File: config.mk
export PLATFORM = sky130hd
export DESIGN_NAME = i2c_cmd_port
export DESIGN_NICKNAME = d
export VERILOG_FILES = /design/src/rtl/i2c_cmd_pkg.sv /design/src/rtl/i2c_line_sync.sv /design/src/rtl/i2c_frame_fsm.sv /design/src/rtl/i2c_reg_commit.sv /design/src/rtl/i2c_cmd_port.sv
export SDC_FILE = /design/constraint.sdc
export NUM_CORES = 1
export LEC_CHECK = 0
export BUFFER_PORTS_ARGS = -buffer_cell sky130_fd_sc_hd__buf_4
export CAP_MARGIN = 25
export CORE_MARGIN = 4
export CORE_UTILIZATION = 44
export CTS_CLUSTER_DIAMETER = 100
export DETAILED_ROUTE_END_ITERATION = 6
export PLACE_DENSITY = 0.68
export SYNTH_ARGS = -nofsm -noshare
export SYNTH_HDL_FRONTEND = slang
export SYNTH_HIERARCHICAL = 1
export SYNTH_SLANG_ARGS = --single-unit
export TNS_END_PERCENT = 100
File: constraint.sdc
create_clock -name clk -period 1.9 [get_ports clk]
set_input_delay 0.285 -clock clk [delete_from_list [all_inputs] [get_ports clk]]
set_output_delay 0.285 -clock clk [all_outputs]
set_load 0.01 [all_outputs]
File: src/rtl/i2c_cmd_pkg.sv
package i2c_cmd_pkg;

    typedef enum logic [3:0] {
        ST_IDLE,
        ST_ADDR,
        ST_ADDR_ACK,
        ST_WDATA,
        ST_WACK,
        ST_RDATA,
        ST_RACK,
        ST_RNEXT,
        ST_SKIP
    } bus_st_e;

    // Bus events derived from the synchronized lines.
    typedef struct packed {
        logic start;
        logic stop;
        logic scl_rise;
        logic scl_fall;
        logic scl;
        logic sda;
    } bus_ev_t;

    // One received write data byte with its position in the frame (saturating).
    typedef struct packed {
        logic       valid;
        logic [1:0] idx;
        logic [7:0] data;
    } wbyte_t;

    // Byte returned at read position idx; positions past the third read as FFh.
    function automatic logic [7:0] rd_byte(input logic [1:0] idx,
                                           input logic [7:0] status,
                                           input logic [15:0] addr,
                                           input int unsigned zero_bits);
        logic [7:0] mask;
        mask = 8'hFF << zero_bits;
        case (idx)
            2'd0:    return status;
            2'd1:    return addr[15:8];
            2'd2:    return addr[7:0] & mask;
            default: return 8'hFF;
        endcase
    endfunction

endpackage

File: src/rtl/i2c_line_sync.sv
module i2c_line_sync
    import i2c_cmd_pkg::*;
#(
    parameter int STAGES = 2
) (
    input  logic    clk,
    input  logic    rst,
    input  logic    scl_i,
    input  logic    sda_i,
    output bus_ev_t ev
);
    localparam int NLINES = 2;

    logic [NLINES-1:0] raw;
    logic [NLINES-1:0] synced;
    logic [NLINES-1:0] prev;

    assign raw = {scl_i, sda_i};

    // One synchronizer chain per bus line; idle level is high.
    for (genvar g = 0; g < NLINES; g++) begin : g_line
        logic [STAGES-1:0] chain;
        always_ff @(posedge clk) begin
            if (rst) chain <= '1;
            else     chain <= {chain[STAGES-2:0], raw[g]};
        end
        assign synced[g] = chain[STAGES-1];
    end

    always_ff @(posedge clk) begin
        if (rst) prev <= '1;
        else     prev <= synced;
    end

    logic scl_s, sda_s, scl_p, sda_p;
    assign scl_s = synced[1];
    assign sda_s = synced[0];
    assign scl_p = prev[1];
    assign sda_p = prev[0];

    always_comb begin
        ev.scl      = scl_s;
        ev.sda      = sda_s;
        ev.scl_rise = scl_s & ~scl_p;
        ev.scl_fall = ~scl_s & scl_p;
        ev.start    = scl_s & scl_p & sda_p & ~sda_s;
        ev.stop     = scl_s & scl_p & ~sda_p & sda_s;
    end
endmodule

File: src/rtl/i2c_frame_fsm.sv
module i2c_frame_fsm
    import i2c_cmd_pkg::*;
#(
    parameter logic [6:0]  DEV_ADDR  = 7'h40,
    parameter int unsigned ZERO_BITS = 5
) (
    input  logic        clk,
    input  logic        rst,
    input  bus_ev_t     ev,
    input  logic [7:0]  status_i,
    input  logic [15:0] rd_addr_i,
    output logic        sda_oe,
    output wbyte_t      wb
);
    bus_st_e    st;
    logic [2:0] bit_cnt;
    logic [7:0] sh;
    logic       full;
    logic       rw;
    logic [1:0] wr_idx;
    logic [1:0] rd_idx;
    logic       oe_q;

    logic [1:0] nxt_idx;
    logic [1:0] sel_idx;
    logic [7:0] tx_load;

    always_comb begin
        nxt_idx = (rd_idx == 2'd3) ? 2'd3 : rd_idx + 2'd1;
        sel_idx = (st == ST_ADDR_ACK) ? 2'd0 : nxt_idx;
        tx_load = rd_byte(sel_idx, status_i, rd_addr_i, ZERO_BITS);
    end

    always_ff @(posedge clk) begin
        if (rst) begin
            st      <= ST_IDLE;
            bit_cnt <= '0;
            sh      <= '0;
            full    <= 1'b0;
            rw      <= 1'b0;
            wr_idx  <= '0;
            rd_idx  <= '0;
            oe_q    <= 1'b0;
            wb      <= '0;
        end else begin
            wb.valid <= 1'b0;
            if (ev.start) begin
                st      <= ST_ADDR;
                bit_cnt <= '0;
                full    <= 1'b0;
                wr_idx  <= '0;
                rd_idx  <= '0;
                oe_q    <= 1'b0;
            end else if (ev.stop) begin
                st   <= ST_IDLE;
                oe_q <= 1'b0;
            end else begin
                case (st)
                    ST_ADDR, ST_WDATA: begin
                        if (ev.scl_rise && !full) begin
                            sh      <= {sh[6:0], ev.sda};
                            bit_cnt <= bit_cnt + 3'd1;
                            if (bit_cnt == 3'd7) full <= 1'b1;
                        end else if (ev.scl_fall && full) begin
                            full <= 1'b0;
                            if (st == ST_ADDR) begin
                                if (sh[7:1] == DEV_ADDR) begin
                                    st   <= ST_ADDR_ACK;
                                    oe_q <= 1'b1;
                                    rw   <= sh[0];
                                end else begin
                                    st <= ST_SKIP;
                                end
                            end else begin
                                st      <= ST_WACK;
                                oe_q    <= 1'b1;
                                wb.valid <= 1'b1;
                                wb.idx  <= wr_idx;
                                wb.data <= sh;
                                if (wr_idx != 2'd3) wr_idx <= wr_idx + 2'd1;
                            end
                        end
                    end
                    ST_ADDR_ACK: begin
                        if (ev.scl_fall) begin
                            if (rw) begin
                                st      <= ST_RDATA;
                                sh      <= tx_load;
                                oe_q    <= ~tx_load[7];
                                bit_cnt <= '0;
                            end else begin
                                st   <= ST_WDATA;
                                oe_q <= 1'b0;
                            end
                        end
                    end
                    ST_WACK: begin
                        if (ev.scl_fall) begin
                            st   <= ST_WDATA;
                            oe_q <= 1'b0;
                        end
                    end
                    ST_RDATA: begin
                        if (ev.scl_fall) begin
                            if (bit_cnt == 3'd7) begin
                                st   <= ST_RACK;
                                oe_q <= 1'b0;
                            end else begin
                                sh      <= {sh[6:0], 1'b0};
                                oe_q    <= ~sh[6];
                                bit_cnt <= bit_cnt + 3'd1;
                            end
                        end
                    end
                    ST_RACK: begin
                        if (ev.scl_rise) st <= ev.sda ? ST_SKIP : ST_RNEXT;
                    end
                    ST_RNEXT: begin
                        if (ev.scl_fall) begin
                            st      <= ST_RDATA;
                            rd_idx  <= nxt_idx;
                            sh      <= tx_load;
                            oe_q    <= ~tx_load[7];
                            bit_cnt <= '0;
                        end
                    end
                    ST_IDLE, ST_SKIP: ;
                    default: st <= ST_IDLE;
                endcase
            end
        end
    end

    assign sda_oe = oe_q;

    // the data line is only changed while the clock is low.
    p_sda_scl_low_r9: assert property (@(posedge clk) disable iff (rst)
        !$stable(oe_q) && !$past(ev.start || ev.stop) |-> !ev.scl);

    // an ignored frame never pulls the data line.
    p_skip_quiet_r1: assert property (@(posedge clk) disable iff (rst)
        (st == ST_SKIP) |-> !oe_q);

    // after a NACK from the host the slave leaves the line released.
    p_nack_release_r8: assert property (@(posedge clk) disable iff (rst)
        (st == ST_RACK) && ev.scl_rise && ev.sda |=> !oe_q);
endmodule

File: src/rtl/i2c_reg_commit.sv
module i2c_reg_commit
    import i2c_cmd_pkg::*;
#(
    parameter int CMD_W  = 8,
    parameter int ADDR_W = 16
) (
    input  logic              clk,
    input  logic              rst,
    input  logic              frame_start,
    input  logic              frame_stop,
    input  wbyte_t            wb,
    output logic [CMD_W-1:0]  cmd_o,
    output logic [ADDR_W-1:0] addr_o,
    output logic              cmd_strobe,
    output logic              addr_strobe
);
    localparam int HALF_W = ADDR_W / 2;

    logic [CMD_W-1:0]  stage_cmd;
    logic [HALF_W-1:0] stage_hi;
    logic [HALF_W-1:0] stage_lo;
    logic [1:0]        got;

    always_ff @(posedge clk) begin
        if (rst) begin
            stage_cmd   <= '0;
            stage_hi    <= '0;
            stage_lo    <= '0;
            got         <= '0;
            cmd_o       <= '0;
            addr_o      <= '0;
            cmd_strobe  <= 1'b0;
            addr_strobe <= 1'b0;
        end else begin
            cmd_strobe  <= 1'b0;
            addr_strobe <= 1'b0;
            if (frame_start) begin
                got <= '0;
            end else if (frame_stop) begin
                got <= '0;
                if (got != 2'd0) begin
                    cmd_o      <= stage_cmd;
                    cmd_strobe <= 1'b1;
                end
                if (got == 2'd3) begin
                    addr_o      <= {stage_hi, stage_lo};
                    addr_strobe <= 1'b1;
                end
            end else if (wb.valid) begin
                case (wb.idx)
                    2'd0:    stage_cmd <= wb.data[CMD_W-1:0];
                    2'd1:    stage_hi  <= wb.data[HALF_W-1:0];
                    2'd2:    stage_lo  <= wb.data[HALF_W-1:0];
                    default: ;
                endcase
                if (got != 2'd3) got <= got + 2'd1;
            end
        end
    end

    // an address is never committed without its command.
    p_addr_with_cmd_r3: assert property (@(posedge clk) disable iff (rst)
        addr_strobe |-> cmd_strobe);

    // commits follow a STOP only.
    p_commit_after_stop_r6: assert property (@(posedge clk) disable iff (rst)
        cmd_strobe |-> $past(frame_stop));

    // the strobe is a single-cycle pulse.
    p_strobe_pulse_r2: assert property (@(posedge clk) disable iff (rst)
        cmd_strobe |=> !cmd_strobe);
endmodule

File: src/rtl/i2c_cmd_port.sv
module i2c_cmd_port
    import i2c_cmd_pkg::*;
#(
    parameter logic [6:0]  DEV_ADDR    = 7'h40,
    parameter int          SYNC_STAGES = 2,
    parameter int unsigned ZERO_BITS   = 5
) (
    input  logic        clk,
    input  logic        rst,
    input  logic        scl_i,
    input  logic        sda_i,
    output logic        sda_oe,
    input  logic [7:0]  status_i,
    input  logic [15:0] rd_addr_i,
    output logic [7:0]  cmd_o,
    output logic [15:0] addr_o,
    output logic        cmd_strobe,
    output logic        addr_strobe
);
    bus_ev_t ev;
    wbyte_t  wb;

    i2c_line_sync #(.STAGES(SYNC_STAGES)) u_sync (
        .clk   (clk),
        .rst   (rst),
        .scl_i (scl_i),
        .sda_i (sda_i),
        .ev    (ev)
    );

    i2c_frame_fsm #(.DEV_ADDR(DEV_ADDR), .ZERO_BITS(ZERO_BITS)) u_fsm (
        .clk       (clk),
        .rst       (rst),
        .ev        (ev),
        .status_i  (status_i),
        .rd_addr_i (rd_addr_i),
        .sda_oe    (sda_oe),
        .wb        (wb)
    );

    i2c_reg_commit #(.CMD_W(8), .ADDR_W(16)) u_commit (
        .clk         (clk),
        .rst         (rst),
        .frame_start (ev.start),
        .frame_stop  (ev.stop),
        .wb          (wb),
        .cmd_o       (cmd_o),
        .addr_o      (addr_o),
        .cmd_strobe  (cmd_strobe),
        .addr_strobe (addr_strobe)
    );
endmodule

==> results of run 1 <==
## worst paths after layout
kind / from / end / slack [ps] / depth (start not counted)
min reg2reg: u_sync/g_line[1].chain[0] / u_sync/g_line[1].chain[1] / 410 / 1
min: scl_i / u_sync/g_line[1].chain[0] / 110 / 2
max: u_sync/g_line[1].chain[1] / u_fsm/bit_cnt[0] / 30 / 5
max reg2reg: u_sync/g_line[1].chain[1] / u_fsm/bit_cnt[0] / 30 / 5
## routing by layer
metal | GRT usage | routed length (um)
met1 | 0.216 | 4290
met2 | 0.275 | 4560
met3 | 0.0306 | 303
met4 | 0.0572 | 68
met5 | 0 | 0
## layout by cell type (no fill, tap or decap), types with 5 or more instances in the layout
cell      instances
inv_1             5
a211oi_1          6
dfxtp_2           5
a311oi_1          7
mux2i_1          45
o21ai_0          10
dfxtp_1          86
a21oi_1          33
or2_1             6
buf_4            87
a211o_1           6
nor2b_1           8
nand2_1          45
clkbuf_8         10
nor2_1           35
nor3_1            5
nand2b_1         38
## power breakdown
part           internal (uW)  total [uW]  switching [uW]
Sequential              1920        1930            10.6
Clock                    789        1480             696
Combinational           99.0         189            90.3
Total                   2810        3600             797
## flip-flops by register name, summed over array words and instances (netlist names)
register / flops
u_sync/prev: 2
u_fsm/sda_oe: 1
u_fsm/rw: 1
u_sync/g_line.chain: 4
u_commit/stage_lo: 8
u_commit/addr_o: 16
u_commit/cmd_strobe: 1
u_fsm/wr_idx: 2
u_fsm/bit_cnt: 3
u_fsm/sh: 8
u_fsm/st: 4
u_commit/stage_cmd: 8
u_commit/got: 2
u_fsm/full: 1
u_commit/addr_strobe: 1
u_fsm/wb: 11
u_commit/cmd_o: 8
u_commit/stage_hi: 8
u_fsm/rd_idx: 2
## cell type report
cell class,count,area share
Inverter,6,0.00433
Tap cell,129,0.0310
Multi-Input combinational cell,323,0.432
Clock inverter,6,0.0180
Clock buffer,10,0.0265
Sequential cell,91,0.351
Timing Repair Buffer,90,0.136
## per-stage QoR
| stage | cell area, um^2 | setup TNS [ps] | power (uW) | setup WS [ps] |
|---|---|---|---|---|
| 6_report | 5200 | 0 | 3600 | 33.2 |
| 5_1_grt | 5200 | -101 | 3750 | -35.3 |
| 4_1_cts | 5100 | -4.19 | 3640 | -4.19 |
| 3_5_place_dp | 4850 | -118 | 2150 | -98.8 |
| 3_3_place_gp | 4850 | -51.7 | 2150 | -26.3 |
| 2_1_floorplan | 4160 | 0 | 2060 | 121 |
## timing repair
action                     in CTS  in global routing
pin swaps                       0                  5
setup endpoints to repair       9                 24
buffers inserted                0                  2
resized for setup               4                 20
hold buffers                    0                  0
gates cloned                    0                  1
==> results.toml, run 1 <==
[critical_path]
timing.critical_path.buf_inv = 0
start_kind = "flop"
required_ps = 2180
crit_type = "flop to flop"
cp-end-kind = "flop"
path_cells = "and4b_1 > or2_4 > a211o_4 > or4_1 > a21oi_1"
crit_fanout = 5
cp_slowest_cell = "or4_1"
critPathMaxStageDelay_ps = 530
critPathArrivalTime_ps = 2150
cpLargestDelayFamily = "simple AND/OR/NAND/NOR gates"

[finish]
syn2layout_area_growth_pct = 25.1
num-nets-final = 554
finish.utilization = 0.563
antenna_cells = 0
finalNonFillerCells = 655
multiInputGateArea_um2 = 2250
layout.area.seq_um2 = 1830
drive_above_1_share = 0.262
nFillCells = 802

[power_and_ir_drop]
p_leak_uw = 0.00207
vdd_drop_max_mv = 0.390
power_density_nw_per_um2 = 692

[timing]
worst_slew_pin_slew_ps = 560
fin_crit_ps = 1870
max_slew_margin = 0.627
setup_viol = 0
drv_slew = 0
rsz0062_at_grt = "yes"
finalHoldViolations = 0
max_freq_mhz = 536
fin_crit_sh = 0.983
fin_worst_skew_ps = 10.5
hold_ws_ps = 113

[placement]
place_congestion = 0.861
dpl.cell_count = 636
dp.final_hpwl_um = 6520
port_buffers = 49

[clock_tree]
cts_tree = "yes"
cts-root-buf = "clkbuf_8"
cts_max_level = 3
clkTransAtPathRegs_ps = 90
cts_buffers = 9
clk_latency_ps = 350
clock_path_buffers = 2
cts.sinks = 91

[yosys]
syn_area_per_cell_um2 = 9.29
synth_nets = 481
synthCells = 448
ys_warn_count = 6
synthesis.area_um2 = 4160

[detailed_routing]
vias = 3448
viasPerCell = 5.26
wire_per_inst_um = 14.1
wirelength_um = 9220
drt_iter0_markers = 136
drc_errors = 0
ant_nets = 0
drtPass1Iterations = 6

[global_route]
antenna_found_initial = 0
grt_pass1_wl_um = 15300
overflow = 0
grt_pass1_vias = 3270
grtUsageTotal = 0.166
grt_max_degree = 45

[floorplan]
fp.dieArea_um2 = 11100
fp.dieH_um = 105
rows = 35
initial_core_util = 0.450
core_um2 = 9240
io_pins = 55
die_x_um = 105

[run_status]
status = "completed"

[job]
maxCapViolCount = 0

[hold_path]
hp-class = "input port to flop"
Note: power is estimated with default switching activity, not from simulation.
==> inputs of run 2 (changes only) <==
GPL_TIMING_DRIVEN = 0   (was not set)
==> run 2 against run 1 <==
The flow now finishes with violations (negative setup slack). Critical endpoint unchanged. Fmax down 2.5%. Hold slack worse by 13 ps. Die area unchanged. Core utilization down 1.7 points.
==> results.toml, run 2 (synthesized netlist as in run 1, its figures left out) <==
[timing]
setup_slack_ps = -14.2
worst_slew_pin_slew_ps = 725
fin_crit_ps = 1910
max_freq_mhz = 522
max_slew_margin = 0.513
fin_tns_setup_ps = -14.2
finalHoldViolations = 0
drv_slew = 0
fin_crit_sh = 1.01
setup_viol = 1
fin_worst_skew_ps = 12.3
rsz0062_at_grt = "yes"

[finish]
largest_reg_flops = 16
top_regs = "u_commit/addr_o: 16 flops, u_fsm/wb: 11 flops"
num-nets-final = 547
finalNonFillerCells = 648
most-common-layout-cells = "87 x dfxtp_1, 58 x buf_4, 46 x mux2i_1"
fin_area_um2 = 5040
drive_above_1_share = 0.227
final_common_cell = "dfxtp_1"
syn2layout_area_growth_pct = 21.2
antenna_cells = 0
regMostFlops = "u_commit/addr_o"

[placement]
port_buffers = 49
place_congestion = 0.875
postPlaceCellArea_um2 = 4690
dp.final_hpwl_um = 6910
dpl.cell_count = 626

[detailed_routing]
drt_iter0_markers = 113
ant_nets = 0
wirelength_um = 9480
wl_met2_um = 4690
drc_errors = 0
viasPerCell = 5.31
vias = 3438
dr_wl_met3_um = 426
wl_met1_um = 4260
routed.top_layer = "met4"
wire_per_inst_um = 14.6
drtPass1Iterations = 4

[clock_tree]
cts_buffers = 9
cts.sinks = 91
cts_max_level = 3
clk_latency_ps = 360
cts-root-buf = "clkbuf_8"
clock_path_buffers = 2
cts_tree = "yes"
clkTransAtPathRegs_ps = 100

[power_and_ir_drop]
p_leak_uw = 0.00197
vdd_drop_max_mv = 0.483
power_density_nw_per_um2 = 667

[critical_path]
path_cells = "and4b_2 > or2_4 > a211o_4 > or4_1 > a21oi_1"
crit_type = "flop to flop"
regToRegEndpoint = "u_fsm/bit_cnt[0]"
r2r_cells = 5
cp_slowest_cell = "or4_1"
critPathMaxStageDelay_ps = 500
crit_fanout = 6
r2r_setup_slack_ps = -10
start_kind = "flop"
cp-end-kind = "flop"
timing.rr.start = "u_sync/prev[1]"
required_ps = 2190
critPathArrivalTime_ps = 2200

[global_route]
overflow = 0
grt_pass1_vias = 3388
grt_max_degree = 19
antenna_found_initial = 0
grtUsageTotal = 0.173
grt_pass1_wl_um = 15800

[floorplan]
io_pins = 55
initial_core_util = 0.450
core_um2 = 9240
fp.dieArea_um2 = 11100
die_x_um = 105
rows = 35
fp.dieH_um = 105

[hold_path]
hold_depth = 2
hold-path-endpoint = "u_sync/g_line[1].chain[0]"
hp-class = "input port to flop"
min_from = "scl_i"

[job]
maxCapViolCount = 0

[run_status]
status = "finished with violations"
violations = "negative setup slack"
[run 2: per-layer routing]
layer | vias up | track usage
li1 | 1724 | -
met1 | 1628 | 0.220
met2 | 77 | 0.298
met3 | 9 | 0.0282
met4 | 0 | 0.0553
met5 | - | 0
[run 2: worst max-delay path, delay by kind of cell, from the launching register on]
family	cells	cell delay (ps)
simple gates	3	1040
compound gates	2	460
flops	1	360
[run 2: repair_timing]
item | 4_1_cts | 5_1_grt
pin swaps | 2 | 6
hold buffers | 0 | 0
setup endpoints to repair | 29 | 49
cloned | 0 | 1
buffers inserted | 2 | 4
gates resized for setup | 11 | 27
[run 2: metrics by stage]
step | setup slack, ps | utilization | hold slack (ps) | power (uW)
after global routing | -70.5 | 0.546 | 106 | 3510
final | -14.2 | 0.546 | 99.9 | 3360
after CTS | 1.59 | 0.535 | 91.1 | 3400
after floorplan | 121 | - | 382 | 2060
after detailed placement | -196 | 0.508 | 393 | 2130
after global placement | -140 | 0.508 | 386 | 2130
[run 2: area by class of cell]
cell class	count	area, um^2
Clock inverter	7	72.6
Sequential cell	91	1830
Inverter	6	22.5
Tap cell	129	161
Clock buffer	9	124
Fill cell	840	4200
Buffer	27	154
Multi-Input combinational cell	323	2260
Timing Repair Buffer	56	418
[run 2: power breakdown]
part	switching, uW	internal (uW)
clock	746	513
sequential	11.8	1920
combinational	89.4	84.8
total	847	2520
[run 2: worst max-delay path by stage]
stage,from,end,cells past startpoint
3_5_place_dp,u_sync/prev[1],u_fsm/sh[2],5
4_1_cts,u_sync/prev[1],u_fsm/bit_cnt[0],5
6_report,u_sync/prev[1],u_fsm/bit_cnt[0],5
3_3_place_gp,u_sync/prev[1],u_fsm/sh[4],5
5_1_grt,u_sync/g_line[0].chain[1],u_fsm/bit_cnt[0],5
2_1_floorplan,u_sync/g_line[1].chain[1],u_fsm/bit_cnt[0],5
==> inputs of run 3 (changes only) <==
CELL_PAD_IN_SITES_DETAIL_PLACEMENT = 1   (was not set)
CELL_PAD_IN_SITES_GLOBAL_PLACEMENT = 2   (was not set)
CORE_UTILIZATION = 32   (was 44)
GPL_TIMING_DRIVEN = 1   (was 0)
PLACE_DENSITY = 0.77   (was 0.68)
==> run 3 against run 2 <==
The run now ends clean. Sequential share of layout area shrank 2.1 points. Hold slack gained 22 ps. Critical path type unchanged. Total power rose by 17%. Highest routed layer unchanged. Die area increased by 34%. Core utilization is 12 points lower. Combinational power grew 12%. First-iteration DRC count rose by 1.8%. Non-clock buffer count rose by 12. Fmax rose by 5.2%. Worst setup slack better by 94 ps. Design area rose by 6.3%. Sequential power hardly changed.
==> results.toml, run 3 (synthesized netlist as in run 1, its figures left out) <==
[run_status]
status = "completed"

[finish]
fin_area_um2 = 5360
antenna_cells = 0
layout.area.seq_um2 = 1830
regMostFlops = "u_commit/addr_o"
top_regs = "u_commit/addr_o: 16 flops, u_fsm/wb: 11 flops"
nFillCells = 1474
num-nets-final = 559
final_common_cell = "buf_4"
largest_reg_flops = 16
drive_above_1_share = 0.267
finalNonFillerCells = 703
multiInputGateArea_um2 = 2240
syn2layout_area_growth_pct = 28.8
most-common-layout-cells = "91 x buf_4, 85 x dfxtp_1, 46 x mux2i_1"

[clock_tree]
clk_latency_ps = 350
clock_path_buffers = 2
cts.sinks = 91
cts_tree = "yes"
cts-root-buf = "clkbuf_16"
holdBufCountCts = 0
cts_buffers = 9
clkTransAtPathRegs_ps = 70
cts_max_level = 3

[detailed_routing]
drt_iter0_markers = 115
vias = 3493
viasPerCell = 4.97
wire_per_inst_um = 15.5
wirelength_um = 10900
drtPass1Iterations = 6
ant_nets = 0
drc_errors = 0

[global_route]
grt_pass1_vias = 3692
grt_pass1_wl_um = 18300
grt_max_degree = 49
antenna_found_initial = 0
overflow = 0
grtUsageTotal = 0.156

[power_and_ir_drop]
vdd_drop_max_mv = 0.410
p_leak_uw = 0.00213
power_density_nw_per_um2 = 736

[placement]
dpl.cell_count = 682
port_buffers = 49
postPlaceCellArea_um2 = 4940
dp.final_hpwl_um = 8080
place_congestion = 0.853

[hold_path]
hp-class = "input port to flop"
hold_depth = 2

[timing]
drv_slew = 0
finalHoldViolations = 0
fin_crit_ps = 1820
fin_worst_skew_ps = 5.22
max_freq_mhz = 549
max_slew_margin = 0.644
worst_slew_pin_slew_ps = 535
fin_crit_sh = 0.958
setup_viol = 0

[critical_path]
crit_type = "flop to flop"
regToRegEndpoint = "u_fsm/st[0]"
timing.rr.start = "u_fsm/bit_cnt[0]"
r2r_setup_slack_ps = 80
crit_fanout = 3
start_kind = "flop"
r2r_cells = 6
crit_start = "u_fsm/bit_cnt[0]"
cp-end-kind = "flop"
endpoint = "u_fsm/st[0]"
critPathArrivalTime_ps = 2090
required_ps = 2170

[floorplan]
io_pins = 55
fp.dieArea_um2 = 14900
fp.dieH_um = 122
initial_core_util = 0.328
die_x_um = 122
core_um2 = 12700
rows = 41

[job]
maxCapViolCount = 0
[run 3: stage by stage]
stage               setup slack (ps)  hold WS (ps)  TNS [ps]  total power (uW)  utilization
detailed placement             -85.3           393      -675              2160        0.390
global placement               -37.7           388      -221              2150        0.390
floorplan                        121           382         0              2060            -
global route                   -26.6           123     -69.7              4110        0.423
CTS                             19.6           113         0              4000        0.417
finish                          80.0           122         0              3940        0.423
[run 3: per-layer routing]
metal,track usage,vias up,share of wire
met2,0.259,53,0.48
li1,-,1744,-
met5,0,-,0
met4,0.0686,0,0.019
met3,0.0237,15,0.030
met1,0.199,1681,0.47
[run 3: where the power goes]
group	internal [uW]	switching, uW	leakage (uW)	total (uW)
sequential	1920	11.5	0.000735	1930
combinational	101	93.7	0.00125	195
clock	1030	790	0.000146	1820
[run 3: worst min path at each step]
stage,from,endpoint,slack [ps]
floorplan,sda_i,u_sync/g_line[0].chain[0],380
global placement,u_sync/g_line[0].chain[0],u_sync/g_line[0].chain[1],390
detailed placement,u_sync/g_line[0].chain[0],u_sync/g_line[0].chain[1],390
CTS,scl_i,u_sync/g_line[1].chain[0],110
global route,sda_i,u_sync/g_line[0].chain[0],120
finish,scl_i,u_sync/g_line[1].chain[0],120
[run 3: cell type report]
class                   count  share of cell area
multi-input cells         323               0.418
flip-flops and latches     91               0.341
repair buffers             95               0.141
clock buffers               9              0.0420
well taps                 172              0.0402
clock inverters             7              0.0138
inverters                   6             0.00420
[run 3: timing repair]
| item | in CTS | in global routing |
|---|---|---|
| pin swaps | 5 | 5 |
| setup buffers | 2 | 3 |
| setup endpoints to repair | 22 | 24 |
| resized for setup | 12 | 11 |
[run 3: worst max-delay path, cell delays in order (launching register included)]
cell      delay [ps]
dfxtp_1          330
ha_1             200
ha_2             200
nor2b_1          110
a222oi_1         130
or4b_2           630
a31oi_1          140
